--- config.mk ---
export PLATFORM = sky130hd
export DESIGN_NAME = srm_remap_cache
export DESIGN_NICKNAME = d
export VERILOG_FILES = /design/src/rtl/srm_pkg.sv /design/src/rtl/srm_xlate.sv /design/src/rtl/srm_tag_array.sv /design/src/rtl/srm_lru.sv /design/src/rtl/srm_remap_cache.sv
export SDC_FILE = /design/constraint.sdc
export NUM_CORES = 1
export LEC_CHECK = 0
export BUFFER_PORTS_ARGS = -buffer_cell sky130_fd_sc_hd__buf_4
export CORE_AREA = 2 2 246 346
export CTS_CLUSTER_DIAMETER = 50
export DETAILED_ROUTE_END_ITERATION = 12
export DIE_AREA = 0 0 248 348
export GPL_TIMING_DRIVEN = 0
export PLACE_DENSITY = 0.59
export SYNTH_ARGS = -nofsm -noshare
export SYNTH_HDL_FRONTEND = slang
export SYNTH_HIERARCHICAL = 1
export SYNTH_SLANG_ARGS = --single-unit
export TNS_END_PERCENT = 10
--- constraint.sdc ---
create_clock -name clk -period 8.6 [get_ports clk]
set_input_delay 0.86 -clock clk [delete_from_list [all_inputs] [get_ports clk]]
set_output_delay 0.86 -clock clk [all_outputs]
set_load 0.005 [all_outputs]
--- src/rtl/srm_pkg.sv ---
package srm_pkg;

    // Remapping granularity and tier ratio
    localparam int SEG_BYTES  = 2048;
    localparam int OFF_W      = $clog2(SEG_BYTES);
    localparam int SLOW_RATIO = 4;
    localparam int GRP_W      = $clog2(SLOW_RATIO + 1);

    typedef logic [GRP_W-1:0] grp_t;
    typedef logic [OFF_W-1:0] off_t;

    typedef enum logic {
        ST_IDLE,
        ST_WAIT
    } fsm_t;

    // Group 0 is the fast tier home of every slot
    function automatic logic grp_is_fast(grp_t g);
        return g == '0;
    endfunction

endpackage

--- src/rtl/srm_xlate.sv ---
module srm_xlate
    import srm_pkg::*;
#(
    parameter  int SLOT_W = 8,
    localparam int ADDR_W = GRP_W + SLOT_W + OFF_W
) (
    input  grp_t              in_grp,
    input  logic [SLOT_W-1:0] in_slot,
    input  off_t              in_off,
    input  grp_t              res_grp,
    output logic [ADDR_W-1:0] out_addr
);

    always_comb begin
        if (in_grp == res_grp) begin
            // requested segment occupies the fast slot
            out_addr = {{GRP_W{1'b0}}, in_slot, in_off};
        end else if (grp_is_fast(in_grp)) begin
            // slot owner displaced: it lives at the resident's slow home
            out_addr = {res_grp, in_slot, in_off};
        end else begin
            out_addr = {in_grp, in_slot, in_off};
        end
    end

endmodule

--- src/rtl/srm_tag_array.sv ---
module srm_tag_array
    import srm_pkg::*;
#(
    parameter  int NSET  = 16,
    parameter  int WAYS  = 4,
    parameter  int TAG_W = 4,
    localparam int SET_W = $clog2(NSET),
    localparam int WAY_W = $clog2(WAYS)
) (
    input  logic             clk,
    input  logic             rst,
    // request lookup
    input  logic [SET_W-1:0] lk_set,
    input  logic [TAG_W-1:0] lk_tag,
    output logic             lk_hit,
    output logic [WAY_W-1:0] lk_way,
    output grp_t             lk_grp,
    // update lookup
    input  logic [SET_W-1:0] up_set,
    input  logic [TAG_W-1:0] up_tag,
    output logic             up_hit,
    output logic [WAY_W-1:0] up_way,
    // valid bits of one set for victim choice
    input  logic [SET_W-1:0] vq_set,
    output logic [WAYS-1:0]  vq_valid,
    // fill write
    input  logic             fill_en,
    input  logic [SET_W-1:0] fill_set,
    input  logic [WAY_W-1:0] fill_way,
    input  logic [TAG_W-1:0] fill_tag,
    input  grp_t             fill_grp,
    // in-place modify of resident group
    input  logic             mod_en,
    input  logic [SET_W-1:0] mod_set,
    input  logic [WAY_W-1:0] mod_way,
    input  grp_t             mod_grp
);

    logic             vld_q [WAYS][NSET];
    logic [TAG_W-1:0] tag_q [WAYS][NSET];
    grp_t             grp_q [WAYS][NSET];

    logic [WAYS-1:0]  lk_match;
    logic [WAYS-1:0]  up_match;

    for (genvar w = 0; w < WAYS; w++) begin : g_cmp
        assign lk_match[w] = vld_q[w][lk_set] && (tag_q[w][lk_set] == lk_tag);
        assign up_match[w] = vld_q[w][up_set] && (tag_q[w][up_set] == up_tag);
        assign vq_valid[w] = vld_q[w][vq_set];
    end

    always_comb begin
        lk_hit = 1'b0;
        lk_way = '0;
        up_hit = 1'b0;
        up_way = '0;
        for (int w = 0; w < WAYS; w++) begin
            if (lk_match[w] && !lk_hit) begin
                lk_hit = 1'b1;
                lk_way = WAY_W'(w);
            end
            if (up_match[w] && !up_hit) begin
                up_hit = 1'b1;
                up_way = WAY_W'(w);
            end
        end
        lk_grp = grp_q[lk_way][lk_set];
    end

    always_ff @(posedge clk) begin
        if (rst) begin
            for (int w = 0; w < WAYS; w++) begin
                for (int s = 0; s < NSET; s++) begin
                    vld_q[w][s] <= 1'b0;
                end
            end
        end else begin
            if (mod_en) begin
                grp_q[mod_way][mod_set] <= mod_grp;
            end
            if (fill_en) begin
                vld_q[fill_way][fill_set] <= 1'b1;
                tag_q[fill_way][fill_set] <= fill_tag;
                grp_q[fill_way][fill_set] <= fill_grp;
            end
        end
    end

    AST_HIT_ONEHOT: assert property (@(posedge clk) disable iff (rst)
        $onehot0(lk_match));

    AST_UP_ONEHOT: assert property (@(posedge clk) disable iff (rst)
        $onehot0(up_match));

    AST_MOD_ON_VALID: assert property (@(posedge clk) disable iff (rst)
        mod_en |-> vld_q[mod_way][mod_set]);

endmodule

--- src/rtl/srm_lru.sv ---
module srm_lru #(
    parameter  int NSET  = 16,
    parameter  int WAYS  = 4,
    localparam int SET_W = $clog2(NSET),
    localparam int WAY_W = $clog2(WAYS),
    localparam int AGE_W = $clog2(WAYS)
) (
    input  logic             clk,
    input  logic             rst,
    input  logic             touch_en,
    input  logic [SET_W-1:0] touch_set,
    input  logic [WAY_W-1:0] touch_way,
    input  logic [SET_W-1:0] q_set,
    input  logic [WAYS-1:0]  q_valid,
    output logic [WAY_W-1:0] victim
);

    // age 0 = most recent, WAYS-1 = least recent; each set holds a permutation
    logic [AGE_W-1:0] age_q [NSET][WAYS];

    always_comb begin
        logic found;
        found  = 1'b0;
        victim = '0;
        for (int w = 0; w < WAYS; w++) begin
            if (!q_valid[w] && !found) begin
                found  = 1'b1;
                victim = WAY_W'(w);
            end
        end
        if (!found) begin
            for (int w = 0; w < WAYS; w++) begin
                if (age_q[q_set][w] == AGE_W'(WAYS - 1)) begin
                    victim = WAY_W'(w);
                end
            end
        end
    end

    always_ff @(posedge clk) begin
        if (rst) begin
            for (int s = 0; s < NSET; s++) begin
                for (int w = 0; w < WAYS; w++) begin
                    age_q[s][w] <= AGE_W'(w);
                end
            end
        end else if (touch_en) begin
            for (int w = 0; w < WAYS; w++) begin
                if (w == int'(touch_way)) begin
                    age_q[touch_set][w] <= '0;
                end else if (age_q[touch_set][w] < age_q[touch_set][touch_way]) begin
                    age_q[touch_set][w] <= age_q[touch_set][w] + 1'b1;
                end
            end
        end
    end

    for (genvar gs = 0; gs < NSET; gs++) begin : g_chk
        logic [WAYS-1:0] seen;
        always_comb begin
            seen = '0;
            for (int w = 0; w < WAYS; w++) begin
                seen[age_q[gs][w]] = 1'b1;
            end
        end
        AST_AGES_DISTINCT: assert property (@(posedge clk) disable iff (rst)
            &seen);
    end

endmodule

--- src/rtl/srm_remap_cache.sv ---
module srm_remap_cache
    import srm_pkg::*;
#(
    parameter  int SLOT_W = 8,
    parameter  int SET_W  = 4,
    parameter  int WAYS   = 4,
    localparam int ADDR_W = GRP_W + SLOT_W + OFF_W
) (
    input  logic              clk,
    input  logic              rst,
    input  logic              req_valid,
    output logic              req_ready,
    input  logic [ADDR_W-1:0] req_addr,
    output logic              resp_valid,
    output logic [ADDR_W-1:0] resp_addr,
    output logic              tbl_rd_req,
    output logic [SLOT_W-1:0] tbl_rd_slot,
    input  logic              tbl_rd_rvalid,
    input  logic [GRP_W-1:0]  tbl_rd_data,
    input  logic              upd_valid,
    input  logic [SLOT_W-1:0] upd_slot,
    input  logic [GRP_W-1:0]  upd_grp,
    output logic              tbl_wr_valid,
    output logic [SLOT_W-1:0] tbl_wr_slot,
    output logic [GRP_W-1:0]  tbl_wr_grp
);

    localparam int NSET  = 1 << SET_W;
    localparam int TAG_W = SLOT_W - SET_W;
    localparam int WAY_W = $clog2(WAYS);

    // ---------------- state ----------------
    fsm_t              state_q;
    grp_t              pend_grp_q;
    logic [SLOT_W-1:0] pend_slot_q;
    off_t              pend_off_q;
    logic              ovr_v_q;
    grp_t              ovr_grp_q;
    logic              resp_valid_q;
    logic [ADDR_W-1:0] resp_addr_q;

    // ---------------- request decode ----------------
    grp_t              req_grp;
    logic [SLOT_W-1:0] req_slot;
    off_t              req_off;
    logic [SET_W-1:0]  req_set;
    logic [TAG_W-1:0]  req_tag;
    logic              req_fire;

    assign {req_grp, req_slot, req_off} = req_addr;
    assign req_set   = req_slot[SET_W-1:0];
    assign req_tag   = req_slot[SLOT_W-1:SET_W];
    assign req_ready = (state_q == ST_IDLE);
    assign req_fire  = req_valid && req_ready;

    // ---------------- cache lookup ----------------
    logic              lk_hit;
    logic [WAY_W-1:0]  lk_way;
    grp_t              lk_grp;
    logic              up_hit;
    logic [WAY_W-1:0]  up_way;
    logic [WAYS-1:0]   vq_valid;
    logic [WAY_W-1:0]  victim;

    logic [SET_W-1:0]  pend_set;
    logic [TAG_W-1:0]  pend_tag;
    logic [SET_W-1:0]  upd_set;
    logic [TAG_W-1:0]  upd_tag;

    assign pend_set = pend_slot_q[SET_W-1:0];
    assign pend_tag = pend_slot_q[SLOT_W-1:SET_W];
    assign upd_set  = upd_slot[SET_W-1:0];
    assign upd_tag  = upd_slot[SLOT_W-1:SET_W];

    // ---------------- fill and update control ----------------
    logic fill_en;
    logic upd_hits_pend;
    grp_t fill_grp;
    logic mod_en;
    logic touch_en;
    logic [SET_W-1:0] touch_set;
    logic [WAY_W-1:0] touch_way;

    assign fill_en       = (state_q == ST_WAIT) && tbl_rd_rvalid;
    assign upd_hits_pend = (state_q == ST_WAIT) && upd_valid && (upd_slot == pend_slot_q);

    always_comb begin
        if (upd_hits_pend) begin
            fill_grp = upd_grp;
        end else if (ovr_v_q) begin
            fill_grp = ovr_grp_q;
        end else begin
            fill_grp = tbl_rd_data;
        end
    end

    // an update whose way is being evicted by this fill must not touch the new line
    assign mod_en = upd_valid && up_hit &&
                    !(fill_en && (pend_set == upd_set) && (victim == up_way));

    assign touch_en  = (req_fire && lk_hit) || fill_en;
    assign touch_set = fill_en ? pend_set : req_set;
    assign touch_way = fill_en ? victim   : lk_way;

    srm_tag_array #(
        .NSET  (NSET),
        .WAYS  (WAYS),
        .TAG_W (TAG_W)
    ) u_tags (
        .clk      (clk),
        .rst      (rst),
        .lk_set   (req_set),
        .lk_tag   (req_tag),
        .lk_hit   (lk_hit),
        .lk_way   (lk_way),
        .lk_grp   (lk_grp),
        .up_set   (upd_set),
        .up_tag   (upd_tag),
        .up_hit   (up_hit),
        .up_way   (up_way),
        .vq_set   (pend_set),
        .vq_valid (vq_valid),
        .fill_en  (fill_en),
        .fill_set (pend_set),
        .fill_way (victim),
        .fill_tag (pend_tag),
        .fill_grp (fill_grp),
        .mod_en   (mod_en),
        .mod_set  (upd_set),
        .mod_way  (up_way),
        .mod_grp  (upd_grp)
    );

    srm_lru #(
        .NSET (NSET),
        .WAYS (WAYS)
    ) u_lru (
        .clk       (clk),
        .rst       (rst),
        .touch_en  (touch_en),
        .touch_set (touch_set),
        .touch_way (touch_way),
        .q_set     (pend_set),
        .q_valid   (vq_valid),
        .victim    (victim)
    );

    // ---------------- translation ----------------
    logic [ADDR_W-1:0] hit_addr;
    logic [ADDR_W-1:0] fill_addr;

    srm_xlate #(.SLOT_W(SLOT_W)) u_xl_hit (
        .in_grp   (req_grp),
        .in_slot  (req_slot),
        .in_off   (req_off),
        .res_grp  (lk_grp),
        .out_addr (hit_addr)
    );

    srm_xlate #(.SLOT_W(SLOT_W)) u_xl_fill (
        .in_grp   (pend_grp_q),
        .in_slot  (pend_slot_q),
        .in_off   (pend_off_q),
        .res_grp  (fill_grp),
        .out_addr (fill_addr)
    );

    // ---------------- sequencing ----------------
    always_ff @(posedge clk) begin
        if (rst) begin
            state_q      <= ST_IDLE;
            pend_grp_q   <= '0;
            pend_slot_q  <= '0;
            pend_off_q   <= '0;
            ovr_v_q      <= 1'b0;
            ovr_grp_q    <= '0;
            resp_valid_q <= 1'b0;
            resp_addr_q  <= '0;
        end else begin
            resp_valid_q <= 1'b0;
            unique case (state_q)
                ST_IDLE: begin
                    if (req_fire) begin
                        if (lk_hit) begin
                            resp_valid_q <= 1'b1;
                            resp_addr_q  <= hit_addr;
                        end else begin
                            pend_grp_q  <= req_grp;
                            pend_slot_q <= req_slot;
                            pend_off_q  <= req_off;
                            ovr_v_q     <= 1'b0;
                            state_q     <= ST_WAIT;
                        end
                    end
                end
                ST_WAIT: begin
                    if (fill_en) begin
                        resp_valid_q <= 1'b1;
                        resp_addr_q  <= fill_addr;
                        ovr_v_q      <= 1'b0;
                        state_q      <= ST_IDLE;
                    end else if (upd_hits_pend) begin
                        ovr_v_q   <= 1'b1;
                        ovr_grp_q <= upd_grp;
                    end
                end
                default: state_q <= ST_IDLE;
            endcase
        end
    end

    assign resp_valid   = resp_valid_q;
    assign resp_addr    = resp_addr_q;
    assign tbl_rd_req   = (state_q == ST_WAIT);
    assign tbl_rd_slot  = pend_slot_q;
    assign tbl_wr_valid = upd_valid;
    assign tbl_wr_slot  = upd_slot;
    assign tbl_wr_grp   = upd_grp;

    // ---------------- assertions ----------------
    AST_HIT_ANSWERS_NEXT: assert property (@(posedge clk) disable iff (rst)
        (req_fire && lk_hit) |=> (resp_valid && !tbl_rd_req));

    AST_MISS_ISSUES_READ: assert property (@(posedge clk) disable iff (rst)
        (req_fire && !lk_hit) |=> (tbl_rd_req && !resp_valid));

    AST_READ_HELD: assert property (@(posedge clk) disable iff (rst)
        (tbl_rd_req && !tbl_rd_rvalid) |=> (tbl_rd_req && $stable(tbl_rd_slot)));

    AST_FILL_ANSWERS: assert property (@(posedge clk) disable iff (rst)
        (tbl_rd_req && tbl_rd_rvalid) |=> (resp_valid && req_ready));

    AST_OFFSET_KEPT: assert property (@(posedge clk) disable iff (rst)
        (req_fire && lk_hit) |=> (resp_addr[OFF_W-1:0] == $past(req_off)));

endmodule

==> out/qor.yml <==
outcome: "complete, no violations"
path_max_fanout: 11
htreeDepth: 3
drtIter0Drc: 3060
tightest_slew_ns: 1.401
port_buffers: 85
hold_class: "reg -> reg"
period_share: 0.9716
area_growth_syn_to_layout_pct: 12.95
fmax_mhz: 119.7
finalSetupViolCount: 0
p_leak_nw: 15.28
r2r_slack_ns: 0.24
synth_common_cells: "edfxtp_1 (576), nand2_1 (488), mux4_2 (207)"
drcViolationCount: 0
grt.total_usage: 0.3427
p_clk_frac: 0.431
ys_ff_latch: 690
slew_headroom: 0.06412
path_cells: "clkbuf_1 -> buf_1 -> mux4_2 -> o21ai_0 -> o311ai_0 -> a41oi_1 -> mux2_2 -> clkbuf_1 -> mux4_2 -> inv_1 -> ha_1 -> or3_1 -> a21oi_1 -> clkbuf_1 -> nand2_1"
start_util: 0.4456
grt_pass1_wl_um: 205600
firstDrtPassIters: 7
yosys_warnings: 6
fillerInstances: 7202
finalHoldViolations: 0
cts_tree: "built"
worstSetupEndpointType: "register"
timing.rr.start: "tbl_rd_slot[0]"
rr_worst_depth: 15
cp_num_buf_inv: 5
synth_edf_count: 576
antenna_found_initial: 0
instances_no_fill: 4294
via_count: 27480
dpl.cell_count: 4146
root_buffer: "clkbuf_16"
path_class: "reg -> reg"
clk_latency_ns: 0.65
core-area_um2: 83400
cap_violations: 0
comb_power_share: 0.113
path_clk_slew_ns: 0.06
pin_count: 86
synth_seq_area_share: 0.5268
slew_viol_final: 0
wirelength_um: 147300
critPathArrivalTime_ns: 8.70
fin_nets: 3185
synth_top_area_frac: 0.4654
cts_buffer_depth: 3
cts_sinks: 690
synth_cell_types: 86
dieArea_um2: 86300
die_height_um: 348
viasPerCell: 6.400
r2r_end: "u_lru/age_q[12][0]"
required_ns: 8.94
p_int_w: 0.006036
ys.flop_type: "edfxtp_1"
slowest_delay_ns: 0.91
hpwl_um: 113100
syn_inst: 2969
antenna_left: 0
final_core_utilization: 0.5033
p_per_area_nw_per_um2: 193.1
power.share.switching: 0.2554
cpMaxStageDelayCell: "o21ai_0"
drive_above_1_share: 0.2306
rsz0062_at_grt: "false"
ir_worst_vdd_mv: 0.1776
syn_area_per_cell_um2: 12.52
pre_cts_slack_ns: -0.3151
hold-path-endpoint: "pend_off_q[2]"
grt_start_max_net_pins: 53
synth_area_um2: 37160
switching_power_w: 0.002070
synth_area_leaders: "edfxtp_1 (47%), mux4_2 (13%), dfxtp_1 (6.1%), nand2_1 (4.9%), mux2i_1 (4.9%)"
wl_per_cell_um: 34.29
rows: 126
finClkSkew_ns: 0.02480
hp-start: "pend_off_q[2]"
p_seq_frac: 0.456
async_flop_share: 0
grt_pass1_vias: 28280
gp_congestion: 1.050
cpMostUsedCell: "clkbuf_1"
syn_nets: 3014
crit_family: "compound AO/OA/AOI/OAI gates"
cts_buffers: 80
startpoint_type: "register"
synth_top_area_cell: "edfxtp_1"
grt-ovfl-total: 0
period_minus_slack_ns: 8.355
holdPathStages: 2
layout_setup_ws_ns: 0.2445
fp.dieW_um: 248
yosysMostFrequentCell: "edfxtp_1"
-- power groups by stage --
stage               clock network [W]  registers (W)  logic (W)
floorplan                           0        0.00375   0.000540
global placement                    0        0.00378   0.000863
detailed placement                  0        0.00376   0.000900
CTS                           0.00353        0.00369   0.000902
global route                  0.00366        0.00369   0.000954
finish                        0.00350        0.00369   0.000918
-- cells by family after synthesis --
group / after synthesis / share of synthesized area
xor gates and xnor gates: 46 / 0.01084
buffers and inverters: 407 / 0.05622
adders and majority gates: 4 / 0.001347
and+or+nand+nor: 858 / 0.1013
DFF: 690 / 0.5268
muxes: 547 / 0.2294
AOI/OAI and AO/OA: 417 / 0.07407
-- per-layer routing --
| layer | GRT usage | part of all wire | vias up |
|---|---|---|---|
| met1 | 0.3616 | 0.32 | 13740 |
| met5 | 0 | 0 | - |
| li1 | - | - | 11430 |
| met2 | 0.5942 | 0.50 | 1724 |
| met4 | 0.2883 | 0.10 | 0 |
| met3 | 0.05429 | 0.075 | 593 |
-- worst max path at each step --
stage	cells past startpoint	start	end	slack [ns]
after CTS	18	tbl_rd_slot[1]	u_lru/age_q[12][0]	0.03
after global routing	15	tbl_rd_slot[0]	u_lru/age_q[12][0]	0.02
after floorplan	18	tbl_rd_slot[0]	u_lru/age_q[12][0]	2.50
final	15	tbl_rd_slot[0]	u_lru/age_q[12][0]	0.24
after global placement	18	tbl_rd_slot[0]	u_lru/age_q[12][0]	-0.22
after detailed placement	18	tbl_rd_slot[0]	u_lru/age_q[12][0]	-0.32
-- registers in the layout, summed over array words and instances (netlist names) --
signal and flops:
ovr_grp_q 3, ovr_v_q 1, pend_grp_q 3, pend_off_q 11, resp_addr 22, resp_valid 1, tbl_rd_req 1, tbl_rd_slot 8
u_lru/age_q 128, u_tags/grp_q 192, u_tags/tag_q 256, u_tags/vld_q 64
-- cell usage in the layout, fill, tap and decap left out, types with 6 or more instances in the layout --
master	synthesis	final
edfxtp_1	576	576
nand2_1	488	488
mux4_2	207	207
mux2i_1	181	181
o21ai_0	164	164
buf_4	71	156
inv_1	138	138
mux2_2	137	137
nor2_1	137	137
clkbuf_1	108	120
dfxtp_1	114	106
clkbuf_16	0	87
nand3_1	58	58
nand4_1	56	56
o21bai_1	55	55
a22oi_1	49	49
a21oi_1	40	40
xor2_1	30	30
buf_2	27	27
nand2b_1	27	27
buf_6	27	27
buf_1	28	26
a211oi_1	24	24
nor2b_1	20	20
nor3_1	19	19
mux4_1	17	17
xnor2_1	16	16
clkinv_2	0	14
o211ai_1	11	11
inv_6	0	10
o21bai_2	10	10
dfxtp_2	0	8
nor3b_1	8	8
a22o_1	7	7
nand3b_1	6	6
and2_1	6	6
o2bb2ai_1	6	6
-- stage by stage --
| stage | power (W) | cell area [µm²] | hold WS (ns) | setup TNS [ns] |
|---|---|---|---|---|
| after floorplan | 0.004294 | 37160 | 0.4367 | 0 |
| after global placement | 0.004644 | 39160 | 0.4429 | -2.005 |
| after detailed placement | 0.004662 | 39260 | 0.4472 | -2.817 |
| after CTS | 0.008127 | 41970 | 0.4417 | 0 |
| after global routing | 0.008304 | 41980 | 0.4701 | 0 |
| final | 0.008106 | 41980 | 0.4542 | 0 |
-- worst min-delay path, delay by kind of cell, from the launching register on --
kind | cells | cell delay (ns)
compound gates | 1 | 0.05
simple gates | 1 | 0.05
flops | 1 | 0.31
-- layout make-up --
| type | instances | area (µm²) | area share |
|---|---|---|---|
| Sequential cell | 690 | 19590 | 0.4666 |
| Multi-Input combinational cell | 1872 | 15500 | 0.3693 |
| Clock buffer | 106 | 2291 | 0.05458 |
| Buffer | 268 | 1578 | 0.03759 |
| Tap cell | 1088 | 1361 | 0.03243 |
| Timing Repair Buffer | 89 | 718.2 | 0.01711 |
| Inverter | 139 | 521.8 | 0.01243 |
| Clock inverter | 41 | 414.1 | 0.009866 |
| Antenna cell | 1 | 2.502 | 0.00005961 |
-- what timing repair did --
| item | CTS | global route |
|---|---|---|
| endpoints found under the hold margin | 0 | 0 |
| endpoints found under the setup margin | 16 | 19 |
| hold buffers | 0 | 0 |
| resized for setup | 3 | 4 |
| setup buffers | 0 | 0 |
Note: power is estimated with default switching activity, not from simulation.
